$ cat src/rtl/dma_pkg.sv
package dma_pkg;
    localparam int NCH = 2;
    localparam int AW  = 32;
    localparam int DW  = 32;
    localparam int CW  = 16;

    localparam logic [1:0] REG_SRC  = 2'd0;
    localparam logic [1:0] REG_DST  = 2'd1;
    localparam logic [1:0] REG_CNT  = 2'd2;
    localparam logic [1:0] REG_CTRL = 2'd3;

    localparam int CB_SFIX  = 2;
    localparam int CB_DFIX  = 3;
    localparam int CB_BURST = 4;
    localparam int CB_EXT   = 5;
    localparam int CB_IEN   = 6;
    localparam int CB_START = 7;
    localparam int CB_CLR   = 8;

    typedef enum logic [1:0] {
        SZ_BYTE = 2'd0,
        SZ_HALF = 2'd1,
        SZ_WORD = 2'd2,
        SZ_BAD  = 2'd3
    } xfer_size_e;

    typedef enum logic [1:0] {
        ST_IDLE,
        ST_WAIT,
        ST_RD,
        ST_WR
    } eng_state_e;

    typedef struct packed {
        xfer_size_e size;
        logic       src_fix;
        logic       dst_fix;
        logic       burst;
        logic       ext_mode;
        logic       irq_en;
    } chan_ctrl_t;

    typedef struct packed {
        logic [AW-1:0] src;
        logic [AW-1:0] dst;
        xfer_size_e    size;
        logic          burst;
        logic          last;
    } chan_view_t;

    function automatic logic [2:0] size_bytes(xfer_size_e s);
        case (s)
            SZ_BYTE: return 3'd1;
            SZ_HALF: return 3'd2;
            default: return 3'd4;
        endcase
    endfunction

    function automatic logic addr_bad(logic [AW-1:0] a, xfer_size_e s);
        case (s)
            SZ_BYTE: return 1'b0;
            SZ_HALF: return a[0];
            SZ_WORD: return |a[1:0];
            default: return 1'b1;
        endcase
    endfunction
endpackage

$ cat src/rtl/dma_channel.sv
module dma_channel
    import dma_pkg::*;
#(
    parameter int ADDR_W = AW,
    parameter int CNT_W  = CW
) (
    input  logic              clk,
    input  logic              rst,
    input  logic              wr_en,
    input  logic [1:0]        wr_reg,
    input  logic [31:0]       wr_data,
    input  logic              ext_req,
    input  logic              step,
    output logic              pending,
    output chan_view_t        view,
    output logic              irq,
    output logic              err
);
    localparam int LEFT_W = CNT_W + 1;
    localparam logic [LEFT_W-1:0] FULL_BLOCK = LEFT_W'(1) << CNT_W;

    logic [ADDR_W-1:0] src_q, dst_q;
    logic [CNT_W-1:0]  cnt_q;
    logic [LEFT_W-1:0] left_q;
    chan_ctrl_t        ctrl_q;
    logic              armed_q, done_q, err_q;
    logic              misaligned;
    logic [ADDR_W-1:0] inc;

    assign misaligned = addr_bad(src_q, ctrl_q.size) | addr_bad(dst_q, ctrl_q.size);
    assign inc        = ADDR_W'(size_bytes(ctrl_q.size));

    always_ff @(posedge clk) begin
        if (rst) begin
            src_q   <= '0;
            dst_q   <= '0;
            cnt_q   <= '0;
            left_q  <= '0;
            ctrl_q  <= '0;
            armed_q <= 1'b0;
            done_q  <= 1'b0;
            err_q   <= 1'b0;
        end else begin
            if (step) begin
                if (!ctrl_q.src_fix) src_q <= src_q + inc;
                if (!ctrl_q.dst_fix) dst_q <= dst_q + inc;
                left_q <= left_q - LEFT_W'(1);
                if (left_q == LEFT_W'(1)) begin
                    armed_q <= 1'b0;
                    done_q  <= 1'b1;
                end
            end else if (armed_q && misaligned) begin
                armed_q <= 1'b0;
                err_q   <= 1'b1;
            end
            if (wr_en) begin
                case (wr_reg)
                    REG_SRC: src_q <= wr_data[ADDR_W-1:0];
                    REG_DST: dst_q <= wr_data[ADDR_W-1:0];
                    REG_CNT: cnt_q <= wr_data[CNT_W-1:0];
                    default: begin
                        ctrl_q.size     <= xfer_size_e'(wr_data[1:0]);
                        ctrl_q.src_fix  <= wr_data[CB_SFIX];
                        ctrl_q.dst_fix  <= wr_data[CB_DFIX];
                        ctrl_q.burst    <= wr_data[CB_BURST];
                        ctrl_q.ext_mode <= wr_data[CB_EXT];
                        ctrl_q.irq_en   <= wr_data[CB_IEN];
                        if (wr_data[CB_CLR] || wr_data[CB_START]) begin
                            done_q <= 1'b0;
                            err_q  <= 1'b0;
                        end
                        if (wr_data[CB_START]) begin
                            armed_q <= 1'b1;
                            left_q  <= (cnt_q == '0) ? FULL_BLOCK : LEFT_W'(cnt_q);
                        end
                    end
                endcase
            end
        end
    end

    always_comb begin
        pending    = armed_q && !misaligned && (!ctrl_q.ext_mode || ext_req);
        view.src   = src_q;
        view.dst   = dst_q;
        view.size  = ctrl_q.size;
        view.burst = ctrl_q.burst;
        view.last  = (left_q == LEFT_W'(1));
        irq        = ctrl_q.irq_en && (done_q || err_q);
        err        = err_q;
    end
endmodule

$ cat src/rtl/dma_arbiter.sv
module dma_arbiter
    import dma_pkg::*;
(
    input  logic           clk,
    input  logic           rst,
    input  logic           rr_mode,
    input  logic [NCH-1:0] pend,
    input  logic           take,
    output logic           valid,
    output logic           idx
);
    logic last_q;

    always_comb begin
        valid = |pend;
        if (pend == 2'b11) idx = rr_mode ? ~last_q : 1'b0;
        else               idx = pend[1] & ~pend[0];
    end

    always_ff @(posedge clk) begin
        if (rst)       last_q <= 1'b1;
        else if (take) last_q <= idx;
    end
endmodule

$ cat src/rtl/dma_engine.sv
module dma_engine
    import dma_pkg::*;
(
    input  logic           clk,
    input  logic           rst,
    input  logic           grant_valid,
    input  logic           grant_idx,
    input  chan_view_t     view [NCH],
    input  logic           bus_gnt,
    input  logic [DW-1:0]  mem_rdata,
    output logic           take,
    output logic [NCH-1:0] step,
    output logic           bus_req,
    output logic           mem_en,
    output logic           mem_we,
    output logic [AW-1:0]  mem_addr,
    output logic [1:0]     mem_size,
    output logic [DW-1:0]  mem_wdata
);
    eng_state_e    state_q;
    logic          cur_q;
    logic [DW-1:0] data_q;
    chan_view_t    cv;

    assign cv = view[cur_q];

    always_comb begin
        bus_req   = (state_q != ST_IDLE);
        mem_en    = bus_gnt && (state_q == ST_RD || state_q == ST_WR);
        mem_we    = bus_gnt && (state_q == ST_WR);
        mem_addr  = (state_q == ST_WR) ? cv.dst : cv.src;
        mem_size  = cv.size;
        mem_wdata = data_q;
        take      = (state_q == ST_IDLE) && grant_valid;
        step      = '0;
        if (state_q == ST_WR && bus_gnt) step[cur_q] = 1'b1;
    end

    always_ff @(posedge clk) begin
        if (rst) begin
            state_q <= ST_IDLE;
            cur_q   <= 1'b0;
            data_q  <= '0;
        end else begin
            case (state_q)
                ST_IDLE: if (take) begin
                    cur_q   <= grant_idx;
                    state_q <= ST_WAIT;
                end
                ST_WAIT: if (bus_gnt) state_q <= ST_RD;
                ST_RD: if (bus_gnt) begin
                    data_q  <= mem_rdata;
                    state_q <= ST_WR;
                end
                default: if (bus_gnt) begin
                    state_q <= (cv.burst && !cv.last) ? ST_RD : ST_IDLE;
                end
            endcase
        end
    end
endmodule

$ cat src/rtl/dma_top.sv
module dma_top
    import dma_pkg::*;
(
    input  logic        clk,
    input  logic        rst,
    input  logic        prio_rr,
    input  logic        cfg_we,
    input  logic        cfg_ch,
    input  logic [1:0]  cfg_reg,
    input  logic [31:0] cfg_wdata,
    input  logic [1:0]  ext_req,
    output logic        bus_req,
    input  logic        bus_gnt,
    output logic        mem_en,
    output logic        mem_we,
    output logic [31:0] mem_addr,
    output logic [1:0]  mem_size,
    output logic [31:0] mem_wdata,
    input  logic [31:0] mem_rdata,
    output logic [1:0]  irq,
    output logic [1:0]  err_flag
);
    logic [NCH-1:0] pend, step;
    chan_view_t     views [NCH];
    logic           take, gvalid, gidx;

    for (genvar c = 0; c < NCH; c++) begin : g_ch
        dma_channel #(.ADDR_W(AW), .CNT_W(CW)) u_ch (
            .clk     (clk),
            .rst     (rst),
            .wr_en   (cfg_we && (cfg_ch == c[0])),
            .wr_reg  (cfg_reg),
            .wr_data (cfg_wdata),
            .ext_req (ext_req[c]),
            .step    (step[c]),
            .pending (pend[c]),
            .view    (views[c]),
            .irq     (irq[c]),
            .err     (err_flag[c])
        );
    end

    dma_arbiter u_arb (
        .clk     (clk),
        .rst     (rst),
        .rr_mode (prio_rr),
        .pend    (pend),
        .take    (take),
        .valid   (gvalid),
        .idx     (gidx)
    );

    dma_engine u_eng (
        .clk         (clk),
        .rst         (rst),
        .grant_valid (gvalid),
        .grant_idx   (gidx),
        .view        (views),
        .bus_gnt     (bus_gnt),
        .mem_rdata   (mem_rdata),
        .take        (take),
        .step        (step),
        .bus_req     (bus_req),
        .mem_en      (mem_en),
        .mem_we      (mem_we),
        .mem_addr    (mem_addr),
        .mem_size    (mem_size),
        .mem_wdata   (mem_wdata)
    );
endmodule

$ cat config.mk
export PLATFORM = sky130hd
export DESIGN_NAME = dma_top
export DESIGN_NICKNAME = d
export VERILOG_FILES = /design/src/rtl/dma_pkg.sv /design/src/rtl/dma_channel.sv /design/src/rtl/dma_arbiter.sv /design/src/rtl/dma_engine.sv /design/src/rtl/dma_top.sv
export SDC_FILE = /design/constraint.sdc
export NUM_CORES = 1
export LEC_CHECK = 0
export BUFFER_PORTS_ARGS = -buffer_cell sky130_fd_sc_hd__buf_2
export CAP_MARGIN = 25
export CELL_PAD_IN_SITES_DETAIL_PLACEMENT = 1
export CELL_PAD_IN_SITES_GLOBAL_PLACEMENT = 2
export CORE_MARGIN = 3
export CORE_UTILIZATION = 32
export CTS_CLUSTER_DIAMETER = 200
export DETAILED_ROUTE_END_ITERATION = 6
export GPL_TIMING_DRIVEN = 0
export PLACE_DENSITY = 0.79
export SLEW_MARGIN = 0
export SYNTH_ARGS = -nofsm -noshare
export SYNTH_HDL_FRONTEND = slang
export SYNTH_SLANG_ARGS = --single-unit
$ cat constraint.sdc
create_clock -name clk -period 2.62 [get_ports clk]
set_clock_uncertainty 0.05 [all_clocks]
set_input_delay 0.262 -clock clk [delete_from_list [all_inputs] [get_ports clk]]
set_output_delay 0.262 -clock clk [all_outputs]
set_load 0.1 [all_outputs]
# Yosys cells after proc, flatten, opt, wreduce, memory -nomap -nowiden
# Index checks and enable logic that the tools add are counted.
[totals] n_memories=0 elab_cells=188 regBits=250 ramBits=0 rom_bits=0 output_inout_bits=73 latchBits=0 input_bits=74
[op_classes] multipliers=0 n_reduce_logical=47 n_shift=0 div_mod_pow=0 n_eq_ne=15 muxes=79 n_addsub=6 bitwise_logic=8 magnitude_cmp=3
[op_table] op="$mux 32" n=17
[op_table] op="$mux 68" n=3
[op_table] op="$mux 17" n=10
[op_table] op="$add 32x3->32" n=4
[op_table] op="$mux 1" n=35
[op_table] op="$eq 17x1->1 const B" n=2
[op_table] op="$sub 17x1->17 const B" n=2
[op_table] op="$logic_not 16->1" n=2
[op_table] op="$logic_and 1x1->1" n=15
[op_table] op="$eq 2x2->1 const B" n=6
[op_table] op="$mux 2" n=6
[op_table] op="$pmux 1 s3" n=4
[op_table] op="$pmux 3 s2" n=2
[op_table] op="$reduce_and 2->1" n=6
[op_table] op="$reduce_or 2->1" n=5
[op_table] op="$eq 2x1->1 const B" n=4
[op_table] op="$logic_not 2->1" n=4
[op_table] op="$logic_or 1x1->1" n=6
[op_table] op="$ne 2x2->1 const B" n=3
[op_table] op="$pmux 2 s3" n=1
[op_table] op="$logic_not 1->1" n=5
[op_table] op="$not 1->1" n=4
[op_table] op="$reduce_and 4->1" n=1
[op_table] op="$reduce_bool 2->1" n=2
[op_table] op="other kinds (8)" n=9

# Longest topological paths before layout
# Gate-level depths: netlist of the first run.
[logic_depth] word_depth=10 ltp_mapped=9 ltp_nobuf=8

# Modules after synthesis
# Synthesis of the first run repeated with hierarchy kept, for this count alone.
[unflattened] cells_unflattened=1580 area_unflattened_um2=13425.4
[modules_own_cells] mod="dma_channel at g_ch[0].u_ch" seq_area_each_um2=2142.1 area_each_um2=5721.7 cells_per_inst=683 n_inst=1
[modules_own_cells] mod="dma_channel at g_ch[1].u_ch" seq_area_each_um2=2142.1 area_each_um2=5485.3 cells_per_inst=672 n_inst=1
[modules_own_cells] mod="dma_engine" seq_area_each_um2=700.7 area_each_um2=2144.6 cells_per_inst=216 n_inst=1
[modules_own_cells] mod="dma_arbiter" seq_area_each_um2=20.0 area_each_um2=57.6 cells_per_inst=7 n_inst=1
[modules_own_cells] mod="dma_top" seq_area_each_um2=0.0 area_each_um2=16.3 cells_per_inst=2 n_inst=1

# Worst setup path after synthesis of the first run
# Ideal clock, no wire load.
[synth_path] path_kind="reg-to-output" startpoint="register u_eng.state_q[0]" endpoint="output mem_en" setup_slack_ns=-0.651 path_buffers=2 required_time_ns=2.308 arrival_time_ns=2.959 stages_incl_launch_ff=6 path_cell_list="dfxtp_1 -> ha_1 -> buf_2 -> buf_1 -> and2_1 -> nand2b_1"
[synth_between] elab_chain_cells=3 word_cells_on_any_way=4 cone_classes="eq/ne (2); reduce/logical (2)"
[synth_lines] element="start, declared" line="dma_engine.sv:20" rtl="eng_state_e state_q;"
[synth_lines] element="start signal, assigned" line="dma_engine.sv:56" rtl="state_q <= (cv.burst && !cv.last) ? ST_RD : ST_IDLE;"
[synth_lines] element="$eq 2x2->1" line="dma_engine.sv:29" rtl="mem_en = bus_gnt && (state_q == ST_RD || state_q == ST_WR);"
[synth_lines] element="$logic_or 1x1->1 *" line="dma_engine.sv:29"
[synth_lines] element="$logic_and 1x1->1 *" line="dma_engine.sv:29"
[synth_lines] element="end, declared" line="dma_top.sv:14" rtl="output logic mem_en,"
# Every way passes the cells marked *; elsewhere a longest branch is shown, timed or not.

# Final worst setup path of the first run
[layout_path] startpoint="register g_ch[0].u_ch.ctrl_q (netlist bit g_ch[0].u_ch.view[3])" endpoint="register g_ch[0].u_ch.src_q[28]"
[layout_between] elab_chain_cells=7 word_cells_on_any_way=8 cone_classes="add/sub (1); eq/ne (1); mux (5); reduce/logical (1)"
[layout_lines] element="start, declared" line="dma_channel.sv:25" rtl="chan_ctrl_t ctrl_q;"
[layout_lines] element="$eq 2x1->1 or $logic_not 2->1 (tied branches)" line="dma_pkg.sv:52" rtl="case (s)"
[layout_lines] element="$pmux 3 s2 *" line="dma_pkg.sv:52"
[layout_lines] element="$add 32x3->32 *" line="dma_channel.sv:45" rtl="if (!ctrl_q.src_fix) src_q <= src_q + inc;"
[layout_lines] element="$mux 32 *" line="dma_channel.sv:45"
[layout_lines] element="$mux 32 *" line="dma_channel.sv:44" rtl="if (step) begin"
[layout_lines] element="$mux 32" line="dma_channel.sv:57" rtl="case (wr_reg)"
[layout_lines] element="$mux 32 *" line="dma_channel.sv:56" rtl="if (wr_en) begin"
[layout_lines] element="end signal, assigned" line="dma_channel.sv:45"
[layout_lines] element="end signal, assigned" line="dma_channel.sv:58" rtl="REG_SRC: src_q <= wr_data[ADDR_W-1:0];"
[layout_lines] element="end, declared" line="dma_channel.sv:22" rtl="logic [ADDR_W-1:0] src_q, dst_q;"
# Marked as above.
# A chain may end at the register's enable or synchronous reset.

==> results of run 1 <==
kinds of logic after synthesis:
group / share of synthesized area
flops: 0.3602
compound gates: 0.1925
xor+xnor: 0.05168
mux: 0.05637
simple gates: 0.2762
fa+ha+maj: 0.02035
buf+inv: 0.04268
power by group:
part | internal (W) | leakage (nW) | switching (W)
logic | 0.000389 | 3.43 | 0.000960
registers | 0.00392 | 2.03 | 0.000171
clock network | 0.00260 | 0.506 | 0.00180
total | 0.00691 | 5.96 | 0.00293
synthesized netlist by cell type, drive strengths merged (29+ instances only):
| cell type | instances | area, µm² |
|---|---|---|
| mux4 | 32 | 720.7 |
| xnor2 | 44 | 385.4 |
| xor2 | 38 | 332.8 |
| o21ai | 29 | 145.1 |
| dfxtp | 250 | 5005 |
| nor4 | 48 | 315.3 |
| nand3 | 46 | 230.2 |
| nor3 | 35 | 180.2 |
| clkbuf | 100 | 380.4 |
| a211oi | 65 | 488.0 |
| a21oi | 101 | 509.2 |
| nand4 | 29 | 181.4 |
| a311oi | 53 | 464.2 |
| nand2 | 253 | 949.7 |
| nor2 | 195 | 734.5 |
final timing paths:
check,start,to,slack (ns)
worst max-delay path,g_ch[0].u_ch.view[3],g_ch[0].u_ch.src_q[28],-0.03
worst min-delay path,cfg_wdata[28],g_ch[1].u_ch.src_q[28],0.03
worst max register to register,g_ch[0].u_ch.view[3],g_ch[0].u_ch.src_q[28],-0.03
worst min register to register,u_eng.mem_wdata[8],u_eng.mem_wdata[8],0.40
flip-flops by register name (all words and copies together), names as in the netlist, 2 cells and up:
name               count
g_ch.u_ch.done_q       2
g_ch.u_ch.view         6
g_ch.u_ch.left_q      34
u_eng.mem_wdata       32
g_ch.u_ch.src_q       64
g_ch.u_ch.ctrl_q       8
g_ch.u_ch.err          2
u_eng.state_q          2
g_ch.u_ch.dst_q       64
g_ch.u_ch.cnt_q       32
g_ch.u_ch.armed_q      2
per-layer routing:
layer / part of all wire / GRT usage
met5: 0 / 0
met4: 0.034 / 0.09204
met3: 0.075 / 0.04209
met2: 0.44 / 0.4096
met1: 0.45 / 0.3704
stage by stage:
step	power (W)	cell area [µm²]
CTS	0.009874	17230
floorplan	0.004928	13900
detailed placement	0.005389	15320
global placement	0.005360	15290
global route	0.01015	17450
finish	0.009840	17450
critical path, cell delays in order, from the launching register on:
cell and delay [ns]:
dfxtp_4 0.40, ha_2 0.42, nand4b_1 0.21, a2111oi_4 0.53, nand4_1 0.18, buf_6 0.17, or3_4 0.32, a311oi_2 0.26
layout make-up:
type / count / area share
Buffer: 120 / 0.03520
Clock inverter: 16 / 0.009319
Tap cell: 577 / 0.04136
Timing Repair Buffer: 197 / 0.08100
Clock buffer: 41 / 0.04946
Inverter: 26 / 0.005591
Multi-Input combinational cell: 1292 / 0.4904
Sequential cell: 250 / 0.2877
repair_timing:
action	in CTS	in global routing
hold buffers	39	0
buffers inserted	11	11
pin swaps	8	6
setup endpoints to repair	149	86
resized for setup	118	37
endpoints found under the hold margin	43	0
==> impl_results.md, run 1 <==
* Status: finished, violations left
* Failing checks: setup timing
* Hold Fails Final Rpt at 0
* Count of port buffers added during placement at about 130
* FP Rows at 75
* Mean Syn Cell Area at approximately 8.2 µm²
* Net Count, Synth at roughly 1800
* CTS tree: done
* Count of non-filler cells in the finished layout at 2519
* Area of the core at 0.04242 mm²
* Number of cells on the worst reg-to-reg path at 7
* Worst hold path class: in2reg
* # IOs at 147
* Slew Limit Fails at 0
* WL final at around 63 mm
* Fill cell count at between 5000 and 6000
* H-tree levels at 1
* Root Driver: clkbuf_16
* Ys async rst share at 0
* Number of flops mapped to enable cells by yosys at 0
* Rel. slew slack at 0.2638
* Avg Vias per Cell at 5.879
* Hold slack final at 0.02500 ns
* Pre-CTS setup slack at -0.8182 ns
* Clock period minus worst slack at 2.651 ns
* Top achievable clock speed at 0.3772 GHz
* DR pass1 iterations at 5
* Total GRT Usage at 0.2633
* Commonest cells after routing, fill and taps aside: nand2_1 (251), dfxtp_1 (245), nor2_1 (192)
* Sequential share of the synthesized area at 0.3602
* Worst Path Required at 3.05 ns
* Layout cells sized above 1 at 0.1704
* Period utilization at 1.012
* Final Util at 0.4115
* DP Wirelength at 46.86 mm
* Post-synthesis register bit count at 250
* Final net count at between 2000 and 2500
* Syn Inst Count at 1691
* DRT iter0 DRCs at 1039
* Endpoints failing setup at 2
* VDD IR-drop max at 0.0004395 V
* Crit. End Element: register
* Initial antenna violation count at 2
* Setup TNS at -0.03543 ns
* Initial Util at 0.3276
* First-pass GRT wire length at 94.44 mm
* Total die area at 0.04596 mm²
* Worst-margin pin slew at 1.104 ns
* Hold path cells at 3
* Area Growth Syn to Fin at 25.61%
* Leak at a little under 6 nW
* Worst path arrival time at 3.08 ns
* Dpl cells at roughly 2400
* Syn Std Cell Area at 0.01390 mm²
* Ant. Diodes at 0
* CP Max Fanout at 7
* Largest net degree at the start of global routing at 15
* Reg area at 0.005021 mm²
* GP Congestion at 0.9311
* Worst Setup Start Kind: register
* Synth cell types at 72
* Sinks on the clock net at 250
* YS warnings at 0
* Dominant synthesized flop cell: dfxtp_1
* Drt wl/cell at 25.06 µm
* Die height at 214.4 µm
* Pwr Density at 563.7 mW/mm²
* Final worst setup slack at -0.03078 ns
* Area of the multi-input gates at approximately 0.0086 mm²
* DRC viols at 0
* CTS clk-pin slew, worst paths at 0.06 ns
* Commonest non-fill, non-tap cell in the layout: nand2_1
* Num CTS Buffers at 31
* Congestion Overflow GR at 0
* Clk_lat worst skew at 0.58 ns
* Final ANT Viol Nets at 0
* Clk buf depth at 3
* Vias at 14810
* Max-cap violations at 0
* Vias in the first global route at about 15000
* Critical path class: reg2reg
* RSZ-0062 raised after global routing: true
* Chip Width at 214.4 µm
Note: power is estimated with default switching activity, not from simulation.
==> inputs of run 2 (changes only) <==
CORE_ASPECT_RATIO = 0.8   (was default)
CORE_UTILIZATION = 39   (was 32)
PLACE_DENSITY = 0.9   (was 0.79)
clock period = 3.1 ns   (was 2.62 ns; I/O delays follow)
==> impl_results.md, run 2 (synthesis results as in run 1) <==
* Rel. slew slack at 0.3342 (+0.07041)
* Area of the core at 0.03496 mm² (-18%)
* Post-route cell area at 0.01664 mm² (-4.6%)
* Commonest non-fill, non-tap cell in the layout: nand2_1
* Status: finished clean
* Clk buf depth at 3 (unchanged)
* Drt wl/cell at 25.57 µm (+2.1%)
* Placed Instance Area at 0.01517 mm² (-1.0%)
* Final ANT Viol Nets at 0 (unchanged)
* Vias in the first global route at 14620 (-3.4%)
* Initial antenna violation count at 0 (-2)
* Top achievable clock speed at 0.3376 GHz
* Crit-path slowest cell: dfxtp_2
* Final Util at 0.4761 (+0.06462)
* Max-cap violations at 0 (unchanged)
* Count of port buffers added during placement at 133 (unchanged)
* Largest regs: g_ch.u_ch.dst_q: 64 flops, g_ch.u_ch.src_q: 64 flops, g_ch.u_ch.left_q: 34 flops
* Final total power at 0.008314 W (-16%)
* # IOs at 147 (unchanged)
* DR pass1 iterations at 7 (+2)
* First-pass GRT wire length at 91.63 mm (-3.0%)
* Leak at 5.713 nW (-4.2%)
* Vias at 14790 (-0.14%)
* Root Driver: clkbuf_16
* CP max stage delay at 0.39 ns (-0.14 ns)
* Critical path class: reg2out
* Num CTS Buffers at 28 (-9.7%)
* Area Growth Syn to Fin at 19.77%
* Layout cells sized above 1 at 0.1402 (-0.03028)
* Sinks on the clock net at 250 (unchanged)
* Slew Limit Fails at 0 (unchanged)
* Total die area at 0.03795 mm² (-17%)
* Fill cell count at 4271 (-16%)
* Dpl cells at 2298 (-4.4%)
* GP Congestion at 0.9694 (+4.1%)
* WL final at 61.00 mm (-3.4%)
* Crit. End Element: output port
* Worst-margin pin slew at 0.9988 ns (-0.1056 ns)
* Total GRT Usage at 0.3133 (+0.05003)
* Worst path arrival time at 2.60 ns (-0.48 ns)
* Clock period minus worst slack at 2.962 ns
* Hold Fails Final Rpt at 0 (unchanged)
* Chip Width at 217.0 µm (+1.2%)
* Period utilization at 0.9555
* CTS tree: done
* Final net count at 1986 (-1.3%)
* Top cell by count, worst path: buf_4
* DRT iter0 DRCs at 1405 (+35%)
* Pwr Density at 499.5 mW/mm² (-11%)
* Worst Path Required at 2.74 ns (-0.31 ns)
* Largest net degree at the start of global routing at 14 (-1)
* Critical path, cell by cell: ha_4, buf_4, buf_4, clkbuf_4, mux4_2, buf_4
* FP Rows at 61 (-19%)
* DP Wirelength at 45.51 mm (-2.9%)
* RSZ-0062 raised after global routing: false
* DRC viols at 0 (unchanged)
* VDD IR-drop max at 0.0003544 V (-19%)
* H-tree levels at 1 (unchanged)
* Commonest cells after routing, fill and taps aside: nand2_1 (253), dfxtp_1 (247), nor2_1 (194)
* Avg Vias per Cell at 6.201 (+5.5%)
* Hold slack final at 0.05783 ns (+0.03283 ns)
* Clk_lat worst skew at 0.57 ns (about the same)
* CP Max Fanout at 10 (+3)
* Worst hold path class: in2reg
* Die height at 174.8 µm (-18%)
* Initial Util at 0.3975 (+0.06991)
* Count of non-filler cells in the finished layout at 2385 (-5.3%)
* Endpoints failing setup at 0 (-2)
* Worst Setup Start Kind: register
* CTS clk-pin slew, worst paths at 0.06 ns (about the same)
* Congestion Overflow GR at 0 (unchanged)
==> run 2: changes by cell type in the layout (fill, tap and decap cells not counted), moves of 5 or more <==
| cell | delta |
|---|---|
| dlygate4sd3_1 | -7 |
| buf_12 | -7 |
| buf_6 | -18 |
| clkbuf_1 | +10 |
| clkinv_2 | -6 |
| clkbuf_8 | -5 |
==> run 2: per-stage QoR <==
| stage | TNS, ns | setup WS (ns) |
|---|---|---|
| 5_1_grt | 0 | 0.006322 |
| 4_1_cts | 0 | 0.006058 |
| 2_1_floorplan | 0 | 0.03763 |
| 3_5_place_dp | -6.892 | -0.3224 |
| 3_3_place_gp | -5.876 | -0.2738 |
| 6_report | 0 | 0.1380 |
==> run 2: final cells by class <==
cell class | instances | area (µm²) | share of cell area
plain buffers | 122 | 519.2 | 0.03120
clock inverters | 13 | 222.7 | 0.01338
flip-flops and latches | 250 | 5009 | 0.3009
diodes | 1 | 2.502 | 0.0001504
well taps | 472 | 590.6 | 0.03548
inverters | 26 | 97.59 | 0.005864
repair buffers | 171 | 1086 | 0.06525
multi-input cells | 1292 | 8337 | 0.5009
clock buffers | 38 | 779.5 | 0.04683
==> run 2: worst paths after layout <==
kind	from	depth (start not counted)	slack, ns	to
max reg2reg	g_ch[0].u_ch.view[3]	7	0.15	g_ch[0].u_ch.src_q[17]
min	cfg_wdata[31]	3	0.06	g_ch[1].u_ch.dst_q[31]
max	u_eng.state_q[0]	6	0.14	mem_addr[5]
min reg2reg	u_eng.mem_wdata[31]	2	0.40	u_eng.mem_wdata[31]
==> run 2: routing by layer <==
layer	wire length, µm	vias to the layer above	global-route usage
met5	0	-	0
met1	27620	7364	0.4535
met4	1821	0	0.07905
met2	25210	654	0.4607
met3	6336	108	0.08658
li1	-	6663	-
==> run 2: repair_timing <==
item / 4_1_cts / 5_1_grt
pin swaps: 1 / 1
buffers inserted: 1 / 2
setup endpoints to repair: 45 / 34
endpoints found under the hold margin: 32 / 0
resized for setup: 34 / 15
hold buffers: 32 / 0
==> run 2: report_power, final <==
group	internal (W)	total [W]	switching, W
logic	0.000300	0.00110	0.000802
clock network	0.00226	0.00375	0.00150
registers	0.00331	0.00346	0.000148
total	0.00587	0.00831	0.00245
==> run 2: critical path, delay by kind of cell, from the launching register on <==
kind	cells	cell delay, ns
buf+inv	4	1.04
flops	1	0.39
mux	1	0.39
fa+ha+maj	1	0.22
==> inputs of run 3 (changes only) <==
ABC_AREA = 1   (was default)
CORE_UTILIZATION = 35   (was 39)
GPL_ROUTABILITY_DRIVEN = 0   (was default)
PLACE_DENSITY = 0.89   (was 0.9)
==> impl_results.md, run 3 <==
* Status: finished clean
* Root Driver: clkbuf_16
* Layout cells sized above 1 at 0.1087 (-0.03147)
* Post-synth top area share at 0.3254 (-0.03475)
* Commonest cells after routing, fill and taps aside: nand2_1 (443), inv_1 (354), nor2_1 (338)
* Count of port buffers added during placement at 145 (+9.0%)
* Count of non-filler cells in the finished layout at 3230 (+35%)
* Combinational power share at 0.245 (+0.113)
* Dpl cells at 3143 (+37%)
* Crit. Startpoint: u_eng.cur_q
* Worst Setup Start Kind: register
* Mean Syn Cell Area at 6.308 µm² (-23%)
* Post-Synth Simple-Gate Area at 0.3292 (+0.05299)
* Worst hold path class: in2reg
* Seq pwr share at 0.364 (-0.052)
* Adder-cell share of the synthesized area at 0.01708 (-0.003265)
* Dominant synthesized flop cell: dfxtp_1
* Syn Inst Count at 2438 (+44%)
* Congestion Overflow GR at 0 (unchanged)
* Period utilization at 0.9918 (+0.03634)
* Reg area at 0.005005 mm² (about the same)
* Most instantiated library cell after synthesis: nand2_1
* Area leader, netlist: dfxtp_1
* Endpoints failing setup at 0 (unchanged)
* Initial antenna violation count at 6 (+6)
* Die height at 193.5 µm (+11%)
* First-pass GRT wire length at 104.3 mm (+14%)
* Leak at 8.641 nW (+51%)
* Pwr Density at 536.4 mW/mm² (+7.4%)
* Crit. End Element: output port
* Clk buf depth at 3 (unchanged)
* Total die area at 0.04651 mm² (+23%)
* FP Rows at 68 (+11%)
* Sequential share of the synthesized area at 0.3254 (-0.03475)
* DRT iter0 DRCs at 1402 (-0.21%)
* Commonest non-fill, non-tap cell in the layout: nand2_1
* Top cells by count, synth: nand2_1 (443), inv_1 (354), nor2_1 (338)
* CP Max Fanout at 10 (unchanged)
* Fill cell count at 5711 (+34%)
* Hold slack final at 0.03779 ns (-0.02005 ns)
* Post-synthesis register bit count at 250 (unchanged)
* Drt wl/cell at 21.65 µm (-15%)
* DP Wirelength at 54.33 mm (+19%)
* H-tree levels at 1 (unchanged)
* Post-CTS setup buffer count at 0 (-1)
* Number of flops mapped to enable cells by yosys at 0 (unchanged)
* Critical path class: reg2out
* YS warnings at 0 (unchanged)
* CTS clk-pin slew, worst paths at 0.06 ns (about the same)
* DR pass1 iterations at 5 (-2)
* Area Growth Syn to Fin at 19.42%
* Rel. slew slack at 0.3071 (-0.02710)
* Vias in the first global route at 17470 (+20%)
* Num CTS Buffers at 30 (+7.1%)
* WL final at 69.94 mm (+15%)
* Slew Limit Fails at 0 (unchanged)
* Worst R2R Start: g_ch[0].u_ch.view[3]
* CTS tree: done
* Pint at 0.006197 W (+5.6%)
* FF-to-FF End: g_ch[0].u_ch.dst_q[26]
* Total GRT Usage at 0.2911 (-0.02225)
* Syn Std Cell Area at 0.01538 mm² (+11%)
* Final Util at 0.4241 (-0.05202)
* Avg Vias per Cell at 5.441 (-12%)
* Hold path cells at 3 (unchanged)
* Largest net degree at the start of global routing at 16 (+2)
* R2R setup slack at 0.48 ns (+0.33 ns)
* Final worst setup slack at 0.02536 ns (-0.1127 ns)
* Worst-margin pin slew at 1.039 ns (+0.04066 ns)
* Clock Power Share at 0.391 (-0.060)
* Largest regs: g_ch.u_ch.dst_q: 64 flops, g_ch.u_ch.src_q: 64 flops, g_ch.u_ch.left_q: 34 flops
* Placed Instance Area at 0.01681 mm² (+11%)
* Final ANT Viol Nets at 0 (unchanged)
* Number of cells on the worst reg-to-reg path at 17 (+10)
* Final net count at 2741 (+38%)
* Hold Path End: u_eng.mem_wdata[14]
* Chip Width at 240.4 µm (+11%)
* Mux cell area share after synthesis at 0 (-0.05637)
* Sinks on the clock net at 250 (unchanged)
* Post-route cell area at 0.01837 mm² (+10%)
* Worst path arrival time at 2.71 ns (+0.11 ns)
* Net Count, Synth at 2533 (+42%)
* Top achievable clock speed at 0.3252 GHz (-3.7%)
* Clock period minus worst slack at 3.075 ns (+0.1127 ns)
* Vias at 17570 (+19%)
* Switching Share at 0.3710 (+0.07668)
* Hold Crit Start: mem_rdata[14]
* VDD IR-drop max at 0.0004617 V (+30%)
* Worst Path Required at 2.74 ns (about the same)
* Area of the core at 0.04331 mm² (+24%)
* Synth cell types at 50 (-31%)
* Compound-Gate Fraction of Synth Area at 0.1847 (-0.007836)
* Ys async rst share at 0 (unchanged)
* DRC viols at 0 (unchanged)
* Psw at 0.003654 W (+49%)
* Main combinational cell family by area after synthesis: simple AND/OR/NAND/NOR gates
* Clk_lat worst skew at 0.60 ns (+0.03 ns)
* # IOs at 147 (unchanged)
* Xor/xnor cell area share of the yosys netlist at 0.02563 (-0.02606)
* Initial Util at 0.3551 (-0.04239)
* Max-cap violations at 0 (unchanged)
* Hold Fails Final Rpt at 0 (unchanged)
* Pre-CTS setup slack at 0.03048 ns (+0.3529 ns)
* Area of the multi-input gates at 0.008626 mm² (+3.5%)
* Top cells by area, synth: dfxtp_1 (33%), nand2_1 (11%), o21ai_0 (9.5%), inv_1 (8.6%), nor2_1 (8.2%)
-- run 3: cell families (layout without fill, tap and decap cells) --
kind of cell    after synthesis  in the layout
compound gates              522            522
xor+xnor                     45             45
fa+ha+maj                    21             21
buf+inv                     467            697
flops                       250            250
other cells                   0              2
simple gates               1133           1133
-- run 3: critical path, stage by stage (launching register included) --
cell and delay (ns):
dfxtp_1 0.31, buf_4 0.19, inv_2 0.12, clkbuf_2 0.26
clkbuf_2 0.26, o21ai_0 0.48, o22ai_2 0.24, buf_6 0.25
-- run 3: final cells by class --
type                    count  area share
plain buffers              99     0.02378
inverters                 368     0.07562
flip-flops and latches    250      0.2725
multi-input cells        1721      0.4696
clock inverters            10    0.009129
well taps                 560     0.03815
clock buffers              44     0.04755
diodes                      2   0.0002725
repair buffers            176     0.06336
-- run 3: how the worst max path moves through the flow --
stage	endpoint	depth (start not counted)	slack, ns
2_1_floorplan	mem_size[0]	3	-0.02
3_3_place_gp	mem_addr[6]	7	0.07
3_5_place_dp	mem_addr[7]	7	0.03
4_1_cts	mem_addr[13]	7	0.004
5_1_grt	mem_addr[12]	7	-0.02
6_report	mem_addr[6]	7	0.03
-- run 3: stage by stage --
step                total power (W)   TNS, ns
floorplan                  0.005303  -0.04457
global placement           0.005889         0
detailed placement         0.005946         0
CTS                        0.009859         0
global route                0.01019  -0.02321
finish                     0.009851         0
-- run 3: power groups by stage --
stage / clock [W] / combinational [W] / sequential (W)
6_report: 0.00385 / 0.00242 / 0.00359
5_1_grt: 0.00402 / 0.00257 / 0.00361
4_1_cts: 0.00390 / 0.00238 / 0.00358
3_5_place_dp: 0 / 0.00230 / 0.00365
3_3_place_gp: 0 / 0.00225 / 0.00363
2_1_floorplan: 0 / 0.00113 / 0.00417
-- run 3: repair_timing --
item	CTS	global route
hold buffers	31	0
gates resized for setup	50	20
hold endpoints to repair	31	0
setup endpoints to repair	32	26
pin swaps	0	0
-- run 3: routing by layer --
metal	vias to the layer above	GRT usage	part of all wire
met4	4	0.08344	0.030
li1	8344	-	-
met3	116	0.04732	0.077
met1	8541	0.4107	0.46
met5	-	0	0.00031
met2	569	0.4571	0.43
